### config.mk
export PLATFORM = sky130hd
export DESIGN_NAME = simd_unpack_unit
export DESIGN_NICKNAME = d
export VERILOG_FILES = /design/src/rtl/unpack_pkg.sv /design/src/rtl/unpack_ctrl.sv /design/src/rtl/unpack_datapath.sv /design/src/rtl/simd_unpack_unit.sv
export SDC_FILE = /design/constraint.sdc
export NUM_CORES = 1
export LEC_CHECK = 0
export ABC_AREA = 1
export ABC_CLOCK_PERIOD_IN_PS = 2100
export BUFFER_PORTS_ARGS = -buffer_cell sky130_fd_sc_hd__buf_2
export CAP_MARGIN = 20
export CORE_AREA = 5 5 110 112
export DETAILED_ROUTE_END_ITERATION = 10
export DIE_AREA = 0 0 115 117
export PLACE_DENSITY = 0.8
export RECOVER_POWER = 25
export SETUP_SLACK_MARGIN = 0.4
export SLEW_MARGIN = 20
export SYNTH_ARGS = -nofsm -noshare
export SYNTH_HDL_FRONTEND = slang
export SYNTH_SLANG_ARGS = --single-unit
### constraint.sdc
create_clock -name clk -period 2.1 [get_ports clk]
set_input_delay 0.21 -clock clk [delete_from_list [all_inputs] [get_ports clk]]
set_output_delay 0.21 -clock clk [all_outputs]
set_load 0.02 [all_outputs]
### src/rtl/unpack_pkg.sv
package unpack_pkg;

  // Lane size of the result, which selects the flag layout.
  typedef enum logic [1:0] {
    LANE8  = 2'd0,
    LANE16 = 2'd1,
    LANE32 = 2'd2,
    LANE64 = 2'd3
  } laneSize_t;

  // Strobes from control to datapath.
  typedef struct packed {
    logic      load;
    logic      illegal;
    logic      interleave;
    logic      signFill;
    logic [1:0] srcSize;
    laneSize_t resLane;
  } unpackCtrl_t;

endpackage

### src/rtl/unpack_ctrl.sv
module unpack_ctrl
  import unpack_pkg::*;
(
  input  logic        clk,
  input  logic        rstN,
  input  logic        inValid,
  input  logic [1:0]  elemSize,
  input  logic [1:0]  mode,
  output unpackCtrl_t ctrl,
  output logic        outValid,
  output logic        err
);

  logic isIllegal;

  always_comb begin
    isIllegal       = (elemSize == 2'd3) || (mode == 2'd3);
    ctrl.load       = inValid;
    ctrl.illegal    = isIllegal;
    ctrl.interleave = (mode == 2'd0);
    ctrl.signFill   = (mode == 2'd2);
    ctrl.srcSize    = elemSize;
    if (mode == 2'd0) ctrl.resLane = laneSize_t'(elemSize);
    else              ctrl.resLane = laneSize_t'(elemSize + 2'd1);
  end

  always_ff @(posedge clk) begin
    if (!rstN) begin
      outValid <= 1'b0;
      err      <= 1'b0;
    end else begin
      outValid <= inValid;
      if (inValid) err <= isIllegal;
    end
  end

  // strobe follows an accepted operation by one cycle
  assert_strobe_follows_R9: assert property (@(posedge clk) disable iff (!rstN)
    inValid |=> outValid);
  assert_strobe_quiet_R9: assert property (@(posedge clk) disable iff (!rstN)
    !inValid |=> !outValid);

endmodule

### src/rtl/unpack_datapath.sv
module unpack_datapath
  import unpack_pkg::*;
#(
  parameter int DATA_W = 64
) (
  input  logic              clk,
  input  logic              rstN,
  input  unpackCtrl_t       ctrl,
  input  logic [DATA_W-1:0] opA,
  input  logic [DATA_W-1:0] opB,
  input  logic              selHigh,
  output logic [DATA_W-1:0] result,
  output logic [DATA_W/2-1:0] flags
);

  localparam int HALF_W = DATA_W / 2;
  localparam int FLAG_W = DATA_W / 2;
  localparam int NBYTE  = HALF_W / 8;
  localparam int NHALF  = HALF_W / 16;

  logic [HALF_W-1:0] srcA, srcB;
  assign srcA = selHigh ? opA[DATA_W-1:HALF_W] : opA[HALF_W-1:0];
  assign srcB = selHigh ? opB[DATA_W-1:HALF_W] : opB[HALF_W-1:0];

  logic [DATA_W-1:0] ilvByte, ilvHalf, ilvWord, extByte, extHalf, extWord;

  // Interleave and widen, per source lane
  for (genvar k = 0; k < NBYTE; k++) begin : g_byte
    assign ilvByte[16*k +: 8]     = srcA[8*k +: 8];
    assign ilvByte[16*k + 8 +: 8] = srcB[8*k +: 8];
    assign extByte[16*k +: 16]    = {{8{ctrl.signFill & srcA[8*k+7]}}, srcA[8*k +: 8]};
  end
  for (genvar k = 0; k < NHALF; k++) begin : g_half
    assign ilvHalf[32*k +: 16]      = srcA[16*k +: 16];
    assign ilvHalf[32*k + 16 +: 16] = srcB[16*k +: 16];
    assign extHalf[32*k +: 32]      = {{16{ctrl.signFill & srcA[16*k+15]}}, srcA[16*k +: 16]};
  end
  assign ilvWord = {srcB, srcA};
  assign extWord = {{HALF_W{ctrl.signFill & srcA[HALF_W-1]}}, srcA};

  logic [DATA_W-1:0] nextRes;
  always_comb begin
    nextRes = '0;
    if (!ctrl.illegal) begin
      unique case (ctrl.srcSize)
        2'd0:    nextRes = ctrl.interleave ? ilvByte : extByte;
        2'd1:    nextRes = ctrl.interleave ? ilvHalf : extHalf;
        default: nextRes = ctrl.interleave ? ilvWord : extWord;
      endcase
    end
  end

  // Flag words for each result lane size
  logic [FLAG_W-1:0] fl8, fl16, fl32, fl64;
  for (genvar k = 0; k < DATA_W/8; k++) begin : g_f8
    assign fl8[4*k+3]      = nextRes[8*k+7];
    assign fl8[4*k+2]      = ~|nextRes[8*k +: 8];
    assign fl8[4*k +: 2]   = 2'b00;
  end
  for (genvar k = 0; k < DATA_W/16; k++) begin : g_f16
    assign fl16[8*k+7]     = nextRes[16*k+15];
    assign fl16[8*k+6]     = ~|nextRes[16*k +: 16];
    assign fl16[8*k +: 6]  = '0;
  end
  for (genvar k = 0; k < DATA_W/32; k++) begin : g_f32
    assign fl32[16*k+15]   = nextRes[32*k+31];
    assign fl32[16*k+14]   = ~|nextRes[32*k +: 32];
    assign fl32[16*k +: 14] = '0;
  end
  assign fl64 = {nextRes[DATA_W-1], ~|nextRes, {(FLAG_W-2){1'b0}}};

  logic [FLAG_W-1:0] nextFlags;
  always_comb begin
    nextFlags = '0;
    if (!ctrl.illegal) begin
      unique case (ctrl.resLane)
        LANE8:   nextFlags = fl8;
        LANE16:  nextFlags = fl16;
        LANE32:  nextFlags = fl32;
        default: nextFlags = fl64;
      endcase
    end
  end

  always_ff @(posedge clk) begin
    if (!rstN) begin
      result <= '0;
      flags  <= '0;
    end else if (ctrl.load) begin
      result <= nextRes;
      flags  <= nextFlags;
    end
  end

  // outputs hold when no operation is accepted
  assert_hold_R9: assert property (@(posedge clk) disable iff (!rstN)
    !ctrl.load |=> ($stable(result) && $stable(flags)));
  // 64-bit zero flag tracks the registered result
  assert_dword_zflag_R6: assert property (@(posedge clk) disable iff (!rstN)
    (ctrl.load && !ctrl.illegal && ctrl.resLane == LANE64) |=> (flags[FLAG_W-2] == (result == '0)));
  // 64-bit layout leaves the lower flag bits clear
  assert_dword_unused_R7: assert property (@(posedge clk) disable iff (!rstN)
    (ctrl.load && ctrl.resLane == LANE64) |=> (flags[FLAG_W-3:0] == '0));

endmodule

### src/rtl/simd_unpack_unit.sv
module simd_unpack_unit
  import unpack_pkg::*;
(
  input  logic        clk,
  input  logic        rstN,
  input  logic        inValid,
  input  logic [63:0] opA,
  input  logic [63:0] opB,
  input  logic        selHigh,
  input  logic [1:0]  elemSize,
  input  logic [1:0]  mode,
  output logic        outValid,
  output logic [63:0] result,
  output logic [31:0] flags,
  output logic        err
);

  unpackCtrl_t ctrl;

  unpack_ctrl uCtrl (
    .clk(clk), .rstN(rstN), .inValid(inValid), .elemSize(elemSize), .mode(mode),
    .ctrl(ctrl), .outValid(outValid), .err(err)
  );

  unpack_datapath #(.DATA_W(64)) uDp (
    .clk(clk), .rstN(rstN), .ctrl(ctrl), .opA(opA), .opB(opB), .selHigh(selHigh),
    .result(result), .flags(flags)
  );

  // an error report always comes with an all-zero result and flag word
  assert_err_zeroes_R8: assert property (@(posedge clk) disable iff (!rstN)
    err |-> (result == 64'd0 && flags == 32'd0));

endmodule

Word level (Yosys, flattened, before mapping)

Index checks and enable logic that the tools add are counted.

Register bits: 98
Output and inout bits: 98

$add $sub $neg: 1
Equal/unequal tests: 6
Muxes and demuxes: 10
Bitwise logic cells: 4
Reductions and logical operators: 34

Operators by type and width:

| kind                  | number |
|---|---|
| $mux W64              | 4 |
| $pmux W64 S2          | 1 |
| $mux W32              | 3 |
| $pmux W31 S3          | 1 |
| $reduce_or A16 Y1     | 4 |
| $reduce_or A32 Y1     | 2 |
| $reduce_or A64 Y1     | 1 |
| $reduce_or A8 Y1      | 8 |
| $logic_not A1 Y1      | 15 |
| $eq A2 B2 Y1 const B  | 4 |
| $logic_not A2 Y1      | 3 |
| $and A1 B1 Y1         | 4 |
| $eq A2 B1 Y1 const B  | 2 |
| $add A2 B1 Y2 const B | 1 |
| $mux W2               | 1 |
| $logic_or A1 B1 Y1    | 1 |

Depth between registers and ports, before layout

Gate-level depths: netlist of run 1.

Depth in word-level cells: 9
Depth in mapped cells: 17
Gate-level depth less buffers: 16

By module

A second synthesis of run 1 with hierarchy kept.

Cells, all modules: 982
Area total of the unflattened synthesis: 5579.1 um2

By module, submodules not included:

| module          | times used | cells each | area each (um2) |
|---|---|---|---|
| unpack_datapath | 1          | 956        | 5407.7 |
| unpack_ctrl     | 1          | 26         | 171.4 |

Worst setup path before layout of run 1

OpenSTA, ideal clock, no wires.

Path type: input port to flip-flop
Start: in elemSize[1]
End: reg uDp.flags[14]
Data arrival time: 1.708 ns
Data required time: 2.041 ns
Path slack: 0.333 ns
Cell stages on the path: 16
Path through: inv_1 > ha_1 > buf_6 > nor2_4 > inv_2 > buf_2 > o21ai_0 > o21bai_2 > nand2_1 > nor2_1 > nand2_1 > nor2_1 > nand3_1 > nand2_1 > nand2_1 > nand2_1

Word-level cells in the longest chain between the ends: 7
Elaborated cells on any way between the ends: 19

Ends and longest elaborated chain:

| what                                               | RTL line                                                            | text |
|---|---|---|
| start, declared                                    | simd_unpack_unit.sv:10                                              | `input logic [1:0] elemSize,` |
| $eq A2 B1 Y1 (tied with other cells)               | unpack_datapath.sv:45                                               | `unique case (ctrl.srcSize)` |
| $pmux W64 S2 or $logic_or A1 B1 Y1 (tied branches) | unpack_datapath.sv:45, unpack_ctrl.sv:17                            |  |
| $mux W64                                           | unpack_datapath.sv:44                                               | `if (!ctrl.illegal) begin` |
| $reduce_or A32 Y1 (tied with other cells)          | unpack_datapath.sv:67                                               | `assign fl32[16*k+14] = ~\|nextRes[32*k +: 32];` |
| $logic_not A1 Y1, on equally long branches         | unpack_datapath.sv:67, unpack_datapath.sv:57, unpack_datapath.sv:62 |  |
| $pmux W31 S3                                       | unpack_datapath.sv:76                                               | `unique case (ctrl.resLane)` |
| $mux W32 (*)                                       | unpack_datapath.sv:75                                               | `if (!ctrl.illegal) begin` |
| end signal, assigned                               | unpack_datapath.sv:91                                               | `flags <= nextFlags;` |
| end, declared                                      | unpack_datapath.sv:13                                               | `output logic [DATA_W/2-1:0] flags` |

Every way passes the cells marked *; elsewhere a longest branch is shown, timed or not.
A chain may end at the register's enable or synchronous reset.

Worst setup path after layout of run 1

Start: in selHigh
End: reg uDp.flags[30]

Word-level cells in the longest chain between the ends: 9
Elaborated cells on any way between the ends: 21

Ends and longest elaborated chain:

| what                                       | RTL line                                                            | text |
|---|---|---|
| start, declared                            | simd_unpack_unit.sv:9                                               | `input logic selHigh,` |
| $mux W32                                   | unpack_datapath.sv:22                                               | `assign srcA = selHigh ? opA[DATA_W-1:HALF_W] : opA[HALF_W-1:0];` |
| $and A1 B1 Y1, on equally long branches    | unpack_datapath.sv:31, unpack_datapath.sv:36, unpack_datapath.sv:39 |  |
| $mux W64, on equally long branches         | unpack_datapath.sv:46, unpack_datapath.sv:47, unpack_datapath.sv:48 |  |
| $pmux W64 S2 (*)                           | unpack_datapath.sv:45                                               |  |
| $mux W64 (*)                               | unpack_datapath.sv:44                                               |  |
| $reduce_or A64 Y1 (tied with other cells)  | unpack_datapath.sv:70                                               | `assign fl64 = {nextRes[DATA_W-1], ~\|nextRes, {(FLAG_W-2){1'b0}}};` |
| $logic_not A1 Y1, on equally long branches | n/a                                                                 |  |
| $pmux W31 S3 (*)                           | unpack_datapath.sv:76                                               |  |
| $mux W32 (*)                               | unpack_datapath.sv:75                                               |  |

Marks and branches as above.

==> metrics.log, run 1 <==
INFO  metric grt_max_degree = 64
INFO  metric floorplan_die_height = 117 µm
INFO  metric cell_by_cell_trace_of_the_critical_path = clkbuf_4 -> buf_12 -> buf_12 -> nand2_1 -> nand2_1 -> o21ai_0 -> o21ai_0 -> nand3_1 -> nand2_1 -> nor2_1 -> nand3_1 -> a21oi_1 -> nand2_1 -> nand2_1
INFO  metric synth_async_sr_flop_share = 0
INFO  metric final.setup_skew = 0 ns
INFO  metric antenna-diode-count = 0
INFO  metric grtUsageTotal = 0.264
INFO  metric ys_dominant_reg_cell = dfxtp_1
INFO  metric fp.coreArea = 11,100 µm²
INFO  metric final_period_minus_worst_setup_slack = 1.61 ns
INFO  metric drt-total-wl = 19.1 mm
INFO  metric floorplan.initialDensity = 0.459
INFO  metric worst_case_clock_buffer_depth = 2
INFO  metric tritoncts = done
INFO  metric yosysUniqueCellTypes = 31
INFO  metric post-place-cells = 1,189
INFO  metric worst_setup_path_end_kind = flip-flop
INFO  metric peakVddDrop = 0.513 mV
INFO  metric n_fill_cell = 1,124
INFO  metric synth.area.top_cells = dfxtp_1 32%, nand2_1 27%, o21ai_0 10%
INFO  metric syn_area = 5110 µm²
INFO  metric num-nets-final = 1,221
INFO  metric internal_power = 0.00304 W
INFO  metric dp.final_hpwl = 14.8 mm
INFO  metric synth_largest_type_area_fraction = 0.318
INFO  metric vias_per_cell = 5.18
INFO  metric clkPwrFrac = 0.348
INFO  metric max_freq = 0.622 GHz
INFO  metric sum_of_buffers_and_inverters_on_the_critical_path = 3
INFO  metric share_of_power_burned_in_combinational_logic = 0.285
INFO  metric htree_num_levels = 3
INFO  metric synth_sequential_area_ratio = 0.318
INFO  metric netSwitchingFraction = 0.324
INFO  metric gp_congestion = 1.00
INFO  metric remaining_drc_errors = 0
INFO  metric timing.hold.worst.class = in -> reg
INFO  metric insertion_delay = 0.34 ns
INFO  metric timing.critical_path.from_type = primary input
INFO  metric final_cycle_utilization_of_the_critical_path = 0.765
INFO  metric tritoncts_num_sinks = 81
INFO  metric synthesis.instances = 850
INFO  metric number_of_flops_mapped_to_enable_cells_by_yosys = 0
INFO  metric finalHoldViolations = 0
INFO  metric antenna_left = 0
INFO  metric top_library_cells_by_usage_in_the_layout_fill_and_taps_aside = 355 x nand2_1, 176 x buf_2, 95 x o21ai_0, 81 x dfxtp_1
INFO  metric synth-seq-cells = 81
INFO  metric crit_family = simple AND/OR/NAND/NOR gates
INFO  metric worst-endpoint-arrival = 1.90 ns
INFO  metric tritoncts_buffers = 9
INFO  metric finalSetupViolCount = 0
INFO  metric avgRoutedWirePerCell = 15.5 µm
INFO  metric crit_top_cell = nand2_1
INFO  metric finalMaxSlewViolations = 0
INFO  metric synth_top_cell_by_area = dfxtp_1
INFO  metric power_leakage = 3.60 nW
INFO  metric power.share.sequential = 0.366
INFO  metric clock_tree.root_cell = clkbuf_16
INFO  metric slew_headroom = 0.181
INFO  metric cap_violations = 0
INFO  metric cp.required = 2.39 ns
INFO  metric slowest_stage = o21ai_0
INFO  metric worst_pin_slew = 1.22 ns
INFO  metric layout_cells_sized_above_1 = 0.293
INFO  metric ioPinCount = 234
INFO  metric power-per-cell-area = 635 nW/µm²
INFO  metric antenna_violations_before_repair = 0
INFO  metric synthToLayoutAreaGrowth = 38.8%
INFO  metric avgSynthCellArea = 6.01 µm²
INFO  metric finalSetupTns = 0 ns
INFO  metric layout.cells.most_common = nand2_1
INFO  metric synth_warnings = 0
INFO  metric routed-via-count = 6,369
INFO  metric switching_power_summed_over_all_nets = 0.00146 W
INFO  metric cts.clk_slew.worst_paths = 0.06 ns
INFO  metric initialDrtViolationCount = 469
INFO  metric grt_pass1_wl = 28.1 mm
INFO  metric rsz0062_at_grt = true
INFO  metric postCtsHoldBufs = 0
INFO  metric drt_pre_antenna_iters = 6
INFO  metric die_width = 115 µm
INFO  metric die_ar = 13,500 µm²
INFO  metric power = 0.00450 W
INFO  metric gr-total-overflow = 0
INFO  metric via_count_of_the_first_global_routing_pass = 5,408
INFO  metric std_cell_rows = 39
INFO  metric worstSetupPathType = in -> reg
INFO  metric io_buffers = 217
INFO  metric worst_path_largest_cell_delay = 0.18 ns
INFO  metric timing.critical_path.fanout_max = 33
INFO  metric instances_no_fill = 1,230
INFO  metric run_status = complete, no violations
[worst min-delay path: cells and delay by family]
kind	cells	cell delay, ns
AOI/OAI and AO/OA	1	0.07
buffers and inverters	1	0.09
and+or+nand+nor	3	0.16
[cells in the mapped netlist (3+ instances only)]
| cell | number |
|---|---|
| a21oi_1 | 17 |
| nand4_1 | 7 |
| o21ai_0 | 103 |
| dfxtp_1 | 81 |
| inv_2 | 4 |
| o21ai_1 | 15 |
| inv_1 | 31 |
| buf_2 | 14 |
| nand2_2 | 3 |
| a22o_1 | 4 |
| nand2_1 | 362 |
| or2_2 | 3 |
| buf_6 | 7 |
| nand3_1 | 67 |
| ha_1 | 3 |
| o21bai_2 | 6 |
| a32o_1 | 3 |
| buf_4 | 22 |
| clkbuf_1 | 23 |
| nor2_1 | 64 |
[per-stage QoR]
step	hold WS (ns)	instance area (µm²)	setup slack, ns	utilization
after floorplan	0.468	5180	0.413	-
after global placement	0.434	6350	0.0364	0.570
after detailed placement	0.436	6350	-0.0454	0.570
after CTS	0.241	6670	0.399	0.599
after global routing	0.288	7090	0.255	0.637
final	0.249	7090	0.493	0.637
[sequential cells by signal, indices dropped and copies added (netlist names)]
register        flops
uDp.result         63
uCtrl.outValid      1
uCtrl.err           1
uDp.flags          16
[power groups by stage]
| stage | Combinational (W) | Clock [W] | Sequential, W |
|---|---|---|---|
| 2_1_floorplan | 0.000638 | 0 | 0.00176 |
| 4_1_cts | 0.00114 | 0.00158 | 0.00165 |
| 6_report | 0.00128 | 0.00157 | 0.00165 |
| 3_5_place_dp | 0.00113 | 0 | 0.00168 |
| 5_1_grt | 0.00140 | 0.00164 | 0.00165 |
| 3_3_place_gp | 0.00112 | 0 | 0.00168 |
[layout make-up]
class                           instances  area (µm²)  area share
Sequential cell                        81        1620       0.229
Multi-Input combinational cell        682        3230       0.456
Inverter                               36         153      0.0215
Timing Repair Buffer                  272        1610       0.227
Clock inverter                          5        55.1     0.00777
Clock buffer                           11         243      0.0343
Tap cell                              143         179      0.0253
[cell families after synthesis]
logic type / synth area share
fa+ha+maj: 0.00735
xor+xnor: 0.00172
compound gates: 0.163
other cells: 0.000734
buf+inv: 0.106
simple gates: 0.404
flops: 0.318
[layer usage]
layer | vias to the layer above | part of all wire | GRT usage
li1 | 3165 | - | -
met1 | 2840 | 0.44 | 0.382
met2 | 328 | 0.45 | 0.406
met3 | 36 | 0.089 | 0.0514
met4 | 0 | 0.019 | 0.0649
met5 | - | 0 | 0
[worst paths after layout]
check | depth (start not counted) | startpoint | slack [ns] | end
max reg2reg | 2 | uDp.result[42]$_SDFFE_PN0P_ | 1.41 | uDp.result[42]$_SDFFE_PN0P_
min | 5 | opA[2] | 0.25 | uDp.result[2]$_SDFFE_PN0P_
max | 14 | selHigh | 0.49 | uDp.flags[30]$_SDFFE_PN0P_
min reg2reg | 2 | uDp.result[23]$_SDFFE_PN0P_ | 0.45 | uDp.result[23]$_SDFFE_PN0P_
[timing repair]
item,CTS,global route
gates resized for setup,5,78
cloned,0,2
setup endpoints to repair,2,8
setup buffers,1,22
pin swaps,1,31
Power figures use the tool's default switching activity.
==> run 2, diff against run 1 <==
--- a/config.mk
+++ b/config.mk
@@ -6,7 +6,7 @@
 export NUM_CORES = 1
 export LEC_CHECK = 0
 export ABC_AREA = 1
-export ABC_CLOCK_PERIOD_IN_PS = 2100
+export ABC_CLOCK_PERIOD_IN_PS = 1550
 export BUFFER_PORTS_ARGS = -buffer_cell sky130_fd_sc_hd__buf_2
 export CAP_MARGIN = 20
 export CORE_AREA = 5 5 110 112
==> constraint.sdc (replaced) <==
create_clock -name clk -period 1.55 [get_ports clk]
set_input_delay 0.155 -clock clk [delete_from_list [all_inputs] [get_ports clk]]
set_output_delay 0.155 -clock clk [all_outputs]
set_load 0.02 [all_outputs]
==> run 2 against run 1 <==
Against the previous run:
- the flow now finishes with violations (setup timing)
- final cell count is 8.6% higher
- sequential share of layout area is 4.5 points lower
- routed wire length is 27% higher
- combinational power is 100% higher
- critical endpoint unchanged
==> metrics.log, run 2 (synthesized netlist as in run 1, its figures left out) <==
INFO  metric sum_of_buffers_and_inverters_on_the_critical_path = 6
INFO  metric grt_max_degree = 81
INFO  metric initialDrtViolationCount = 839
INFO  metric num-nets-final = 1,327
INFO  metric routed-via-count = 7,522
INFO  metric finalHoldViolations = 0
INFO  metric violations = setup timing
INFO  metric grt_pass1_wl = 30.5 mm
INFO  metric worstSetupPathType = in -> reg
INFO  metric cp.required = 1.84 ns
INFO  metric dp_slack = -0.467 ns
INFO  metric tritoncts = done
INFO  metric grtUsageTotal = 0.283
INFO  metric ioPinCount = 234
INFO  metric top_register = uDp.result
INFO  metric cts.clk_slew.worst_paths = 0.07 ns
INFO  metric antenna-diode-count = 0
INFO  metric worst_setup_path_end_kind = flip-flop
INFO  metric sequential_cell_area = 1620 µm²
INFO  metric die_width = 115 µm
INFO  metric layout_cells_sized_above_1 = 0.442
INFO  metric crit_family = buffers and inverters
INFO  metric finalMaxSlewViolations = 0
INFO  metric slew_headroom = 0.619
INFO  metric final.setup_skew = 0 ns
INFO  metric slowest_stage = ha_2
INFO  metric timing.critical_path.from_type = primary input
INFO  metric layout_setup_ws = -0.150 ns
INFO  metric max_freq = 0.588 GHz
INFO  metric worst_pin_slew = 0.572 ns
INFO  metric drt-total-wl = 24.4 mm
INFO  metric power = 0.00711 W
INFO  metric tritoncts_num_sinks = 81
INFO  metric die_ar = 13,500 µm²
INFO  metric top_library_cells_by_usage_in_the_layout_fill_and_taps_aside = 328 x nand2_1, 173 x buf_2, 108 x buf_4, 81 x dfxtp_1, 49 x o21ai_1
INFO  metric cell_by_cell_trace_of_the_critical_path = buf_6 -> buf_6 -> ha_2 -> a21oi_4 -> buf_12 -> clkbuf_16 -> clkbuf_16 -> o21ai_1 -> inv_1 -> nand2_2 -> nand4_1 -> nor2_2 -> nand3_1 -> a21oi_1 -> nand2_1 -> nand2_1
INFO  metric io_buffers = 217
INFO  metric synthToLayoutAreaGrowth = 73.1%
INFO  metric instances_no_fill = 1,336
INFO  metric number_of_flip_flops_under_the_largest_register_name = 63
INFO  metric rsz0062_at_grt = true
INFO  metric insertion_delay = 0.34 ns
INFO  metric gp_congestion = 0.962
INFO  metric power_leakage = 4.38 nW
INFO  metric dp.final_hpwl = 15.3 mm
INFO  metric avgRoutedWirePerCell = 18.2 µm
INFO  metric timing.hold.worst.class = in -> reg
INFO  metric finalSetupViolCount = 4
INFO  metric layout.cells.most_common = nand2_1
INFO  metric antenna_left = 0
INFO  metric run_status = complete, but fails checks
INFO  metric timing.critical_path.fanout_max = 7
INFO  metric remaining_drc_errors = 0
INFO  metric drt_pre_antenna_iters = 6
INFO  metric cap_violations = 0
INFO  metric clock_tree.root_cell = clkbuf_16
INFO  metric tritoncts_buffers = 9
INFO  metric gr-total-overflow = 0
INFO  metric hold-worst-slack = 0.186 ns
INFO  metric postCtsHoldBufs = 0
INFO  metric htree_num_levels = 3
INFO  metric final_cycle_utilization_of_the_critical_path = 1.10
INFO  metric fp.coreArea = 11,100 µm²
INFO  metric floorplan_die_height = 117 µm
INFO  metric worst_path_largest_cell_delay = 0.19 ns
INFO  metric registers_with_the_most_flip_flops = uDp.result x63, uDp.flags x16
INFO  metric std_cell_rows = 39
INFO  metric post-place-cells = 1,277
INFO  metric antenna_violations_before_repair = 0
INFO  metric power-per-cell-area = 804 nW/µm²
INFO  metric worst-endpoint-arrival = 1.99 ns
INFO  metric via_count_of_the_first_global_routing_pass = 6,151
INFO  metric peakVddDrop = 0.538 mV
INFO  metric worst_case_clock_buffer_depth = 2
INFO  metric final_period_minus_worst_setup_slack = 1.70 ns
INFO  metric floorplan.initialDensity = 0.459
INFO  metric multi_input_area = 3850 µm²
INFO  metric vias_per_cell = 5.63
INFO  metric n_fill_cell = 727
-- run 2: changes by cell type in the layout (fill, tap and decap cells not counted), sizes merged --
cell	delta
clkinv	-3
nor2	-1
buf	+99
clkbuf	+6
inv	+5
-- run 2: worst paths after layout --
kind	slack, ns	cells past startpoint	start	to
max	-0.15	16	elemSize[0]	uDp.flags[30]$_SDFFE_PN0P_
min	0.19	5	opB[25]	uDp.result[57]$_SDFFE_PN0P_
max reg2reg	0.91	2	uDp.result[27]$_SDFFE_PN0P_	uDp.result[27]$_SDFFE_PN0P_
min reg2reg	0.46	2	uDp.result[9]$_SDFFE_PN0P_	uDp.result[9]$_SDFFE_PN0P_
-- run 2: timing repair --
action | 4_1_cts | 5_1_grt
gates cloned | 2 | 9
setup buffers | 12 | 20
endpoints found under the setup margin | 62 | 70
pin swaps | 21 | 40
gates resized for setup | 83 | 236
-- run 2: layer usage --
layer / track usage / vias up / wire [µm]
li1: - / 3394 / -
met1: 0.380 / 3443 / 8930
met2: 0.476 / 553 / 11600
met3: 0.0473 / 132 / 2520
met4: 0.0689 / 0 / 1360
met5: 0 / - / 0
-- run 2: stage by stage --
stage	utilization	TNS (ns)	instance area, µm²
floorplan	-	-0.111	5290
global placement	0.639	-4.21	7110
detailed placement	0.639	-5.36	7110
CTS	0.703	0	7830
global route	0.795	-0.700	8840
finish	0.795	-0.292	8840
-- run 2: worst register-to-register path, cell delays in order, from the launching register on --
cell	delay [ns]
dfxtp_1	0.33
nand2_1	0.10
o21ai_1	0.08
-- run 2: final cells by class --
type / count / share of cell area
multi-input combinational: 681 / 0.436
timing repair buffer: 379 / 0.308
sequential: 81 / 0.183
clock buffer: 9 / 0.0255
tap: 143 / 0.0202
inverter: 36 / 0.0181
clock inverter: 7 / 0.00934
-- run 2: where the power goes --
| group | internal, W | switching [W] |
|---|---|---|
| combinational | 0.00113 | 0.00148 |
| clock | 0.00128 | 0.000981 |
| sequential | 0.00218 | 0.0000549 |
| total | 0.00459 | 0.00252 |
==> run 3, diff against run 2 <==
--- a/config.mk
+++ b/config.mk
@@ -14,6 +14,7 @@
 export DIE_AREA = 0 0 115 117
 export PLACE_DENSITY = 0.8
 export RECOVER_POWER = 25
+export REMOVE_ABC_BUFFERS = 1
 export SETUP_SLACK_MARGIN = 0.4
 export SLEW_MARGIN = 20
 export SYNTH_ARGS = -nofsm -noshare
==> run 3 against run 2 <==
Against the previous run:
- the flow still finishes with violations (setup timing)
- sequential power barely moved
- setup slack got worse by 0.054 ns
- final cell count rose by 1.7%
- first-iteration DRC count rose by 6.7%
- non-clock buffer count rose by 22
==> metrics.log, run 3 (synthesized netlist as in run 1, its figures left out) <==
INFO  metric std_cell_rows = 39
INFO  metric run_status = complete, but fails checks
INFO  metric power.share.sequential = 0.290
INFO  metric avgRoutedWirePerCell = 21.6 µm
INFO  metric slowest_stage = o21ai_0
INFO  metric power_leakage = 4.74 nW
INFO  metric internal_power = 0.00494 W
INFO  metric antenna-diode-count = 0
INFO  metric drt_pre_antenna_iters = 6
INFO  metric r2r_slack = 0.88 ns
INFO  metric cts.clk_slew.worst_paths = 0.07 ns
INFO  metric netSwitchingFraction = 0.359
INFO  metric sequential_cell_area = 1620 µm²
INFO  metric crit_family = simple AND/OR/NAND/NOR gates
INFO  metric post-place-cells = 1,270
INFO  metric grt_max_degree = 81
INFO  metric worst_setup_path_end_kind = flip-flop
INFO  metric routed-via-count = 8,162
INFO  metric final_cycle_utilization_of_the_critical_path = 1.13
INFO  metric antenna_violations_before_repair = 0
INFO  metric multi_input_area = 4310 µm²
INFO  metric tritoncts_buffers = 9
INFO  metric final.setup_skew = 0 ns
INFO  metric vias_per_cell = 6.01
INFO  metric finalSetupViolCount = 4
INFO  metric insertion_delay = 0.35 ns
INFO  metric drt-total-wl = 29.4 mm
INFO  metric timing.critical_path.fanout_max = 21
INFO  metric timing.hold.worst.class = in -> reg
INFO  metric via_count_of_the_first_global_routing_pass = 6,867
INFO  metric gp_congestion = 0.941
INFO  metric worst_case_clock_buffer_depth = 2
INFO  metric final_period_minus_worst_setup_slack = 1.75 ns
INFO  metric registers_with_the_most_flip_flops = uDp.result x63, uDp.flags x16
INFO  metric grt_pass1_wl = 34.1 mm
INFO  metric floorplan.initialDensity = 0.459
INFO  metric antenna_left = 0
INFO  metric final_design_area_no_fill = 9780 µm²
INFO  metric die_width = 115 µm
INFO  metric clock_tree.root_cell = clkbuf_16
INFO  metric layout_setup_ws = -0.204 ns
INFO  metric cell_by_cell_trace_of_the_critical_path = buf_12 -> inv_8 -> buf_6 -> buf_12 -> nand2_2 -> nand2_1 -> o21ai_0 -> o21ai_1 -> nand3_1 -> nand2_1 -> nor2_2 -> nand3_2 -> a21oi_2 -> nand2_1 -> nand2_1
INFO  metric num-nets-final = 1,350
INFO  metric top_library_cells_by_usage_in_the_layout_fill_and_taps_aside = 295 x nand2_1, 173 x buf_2, 85 x buf_4, 81 x dfxtp_1, 67 x buf_6
INFO  metric tritoncts = done
INFO  metric share_of_power_burned_in_combinational_logic = 0.400
INFO  metric peakVddDrop = 0.750 mV
INFO  metric max_freq = 0.570 GHz
INFO  metric worstSetupPathType = in -> reg
INFO  metric sum_of_buffers_and_inverters_on_the_critical_path = 4
INFO  metric dp.final_hpwl = 14.7 mm
INFO  metric worst-endpoint-arrival = 2.04 ns
INFO  metric worst_pin_slew = 0.600 ns
INFO  metric htree_num_levels = 3
INFO  metric floorplan_die_height = 117 µm
INFO  metric place_area = 6980 µm²
INFO  metric slew_headroom = 0.600
INFO  metric finalMaxSlewViolations = 0
INFO  metric io_buffers = 217
INFO  metric crit_top_cell = nand2_1
INFO  metric fin_util = 0.879
INFO  metric number_of_flip_flops_under_the_largest_register_name = 63
INFO  metric synthToLayoutAreaGrowth = 91.4%
INFO  metric cp.required = 1.84 ns
INFO  metric layout_cells_sized_above_1 = 0.521
INFO  metric top_register = uDp.result
INFO  metric gr-total-overflow = 0
INFO  metric instances_no_fill = 1,359
INFO  metric finalHoldViolations = 0
INFO  metric switching_power_summed_over_all_nets = 0.00277 W
INFO  metric die_ar = 13,500 µm²
INFO  metric layout.cells.most_common = nand2_1
INFO  metric power-per-cell-area = 788 nW/µm²
INFO  metric timing.critical_path.from_type = primary input
INFO  metric fp.coreArea = 11,100 µm²
INFO  metric ioPinCount = 234
INFO  metric violations = setup timing
INFO  metric tritoncts_num_sinks = 81
INFO  metric worst_path_largest_cell_delay = 0.25 ns
INFO  metric initialDrtViolationCount = 895
INFO  metric cap_violations = 0
INFO  metric rsz0062_at_grt = true
INFO  metric finalSetupTns = -0.487 ns
INFO  metric n_fill_cell = 557
INFO  metric clkPwrFrac = 0.310
INFO  metric grtUsageTotal = 0.323
INFO  metric remaining_drc_errors = 0
INFO  metric dp_slack = -0.502 ns
[run 3: changes by cell type in the layout (fill, tap and decap cells not counted), sizes merged]
cell,delta
buf,+27
clkinv,+2
bufbuf,+2
bufinv,+1
clkbuf,-6
inv,-3
[run 3: power groups by stage]
stage	clock, W	combinational, W	sequential (W)
6_report	0.00239	0.00308	0.00224
5_1_grt	0.00247	0.00319	0.00224
4_1_cts	0.00234	0.00230	0.00223
3_5_place_dp	0	0.00177	0.00227
3_3_place_gp	0	0.00177	0.00227
2_1_floorplan	0	0.000738	0.00239
[run 3: what timing repair did]
| action | 4_1_cts | 5_1_grt |
|---|---|---|
| cloned | 10 | 2 |
| pin swaps | 66 | 61 |
| hold buffers | 0 | 0 |
| buffers inserted | 36 | 25 |
| endpoints found under the setup margin | 71 | 64 |
| resized for setup | 244 | 290 |
[run 3: worst register-to-register path, delay by kind of cell, from the launching register on]
kind | cells | cell delay, ns
and+or+nand+nor | 1 | 0.10
DFF | 1 | 0.41
AOI/OAI and AO/OA | 1 | 0.09
[run 3: metal layers]
metal / global-route usage / routed length, µm / part of all wire / vias to the layer above
met5: 0 / 0 / 0 / -
met4: 0.167 / 2550 / 0.087 / 0
met3: 0.0535 / 3180 / 0.11 / 240
met2: 0.578 / 13800 / 0.47 / 760
met1: 0.371 / 9890 / 0.34 / 3723
li1: - / - / - / 3439
[run 3: final cells by class]
class,instances,area share
Timing Repair inverter,1,0.000768
Clock buffer,10,0.0234
Timing Repair Buffer,401,0.324
Multi-Input combinational cell,681,0.441
Clock inverter,6,0.00922
Inverter,36,0.0174
Sequential cell,81,0.166
Tap cell,143,0.0183
[run 3: final timing paths]
path,start,endpoint,cells after the start
worst max-delay path,selHigh,uDp.flags[30]$_SDFFE_PN0P_,15
worst min-delay path,opA[1],uDp.result[1]$_SDFFE_PN0P_,5
worst max register to register,uDp.result[22]$_SDFFE_PN0P_,uDp.result[22]$_SDFFE_PN0P_,2
worst min register to register,uDp.result[28]$_SDFFE_PN0P_,uDp.result[28]$_SDFFE_PN0P_,2
[run 3: metrics by stage]
step	hold slack (ns)	power (W)
final	0.191	0.00771
after global routing	0.221	0.00791
after CTS	0.178	0.00686
after detailed placement	0.439	0.00405
after global placement	0.434	0.00403
after floorplan	0.411	0.00313
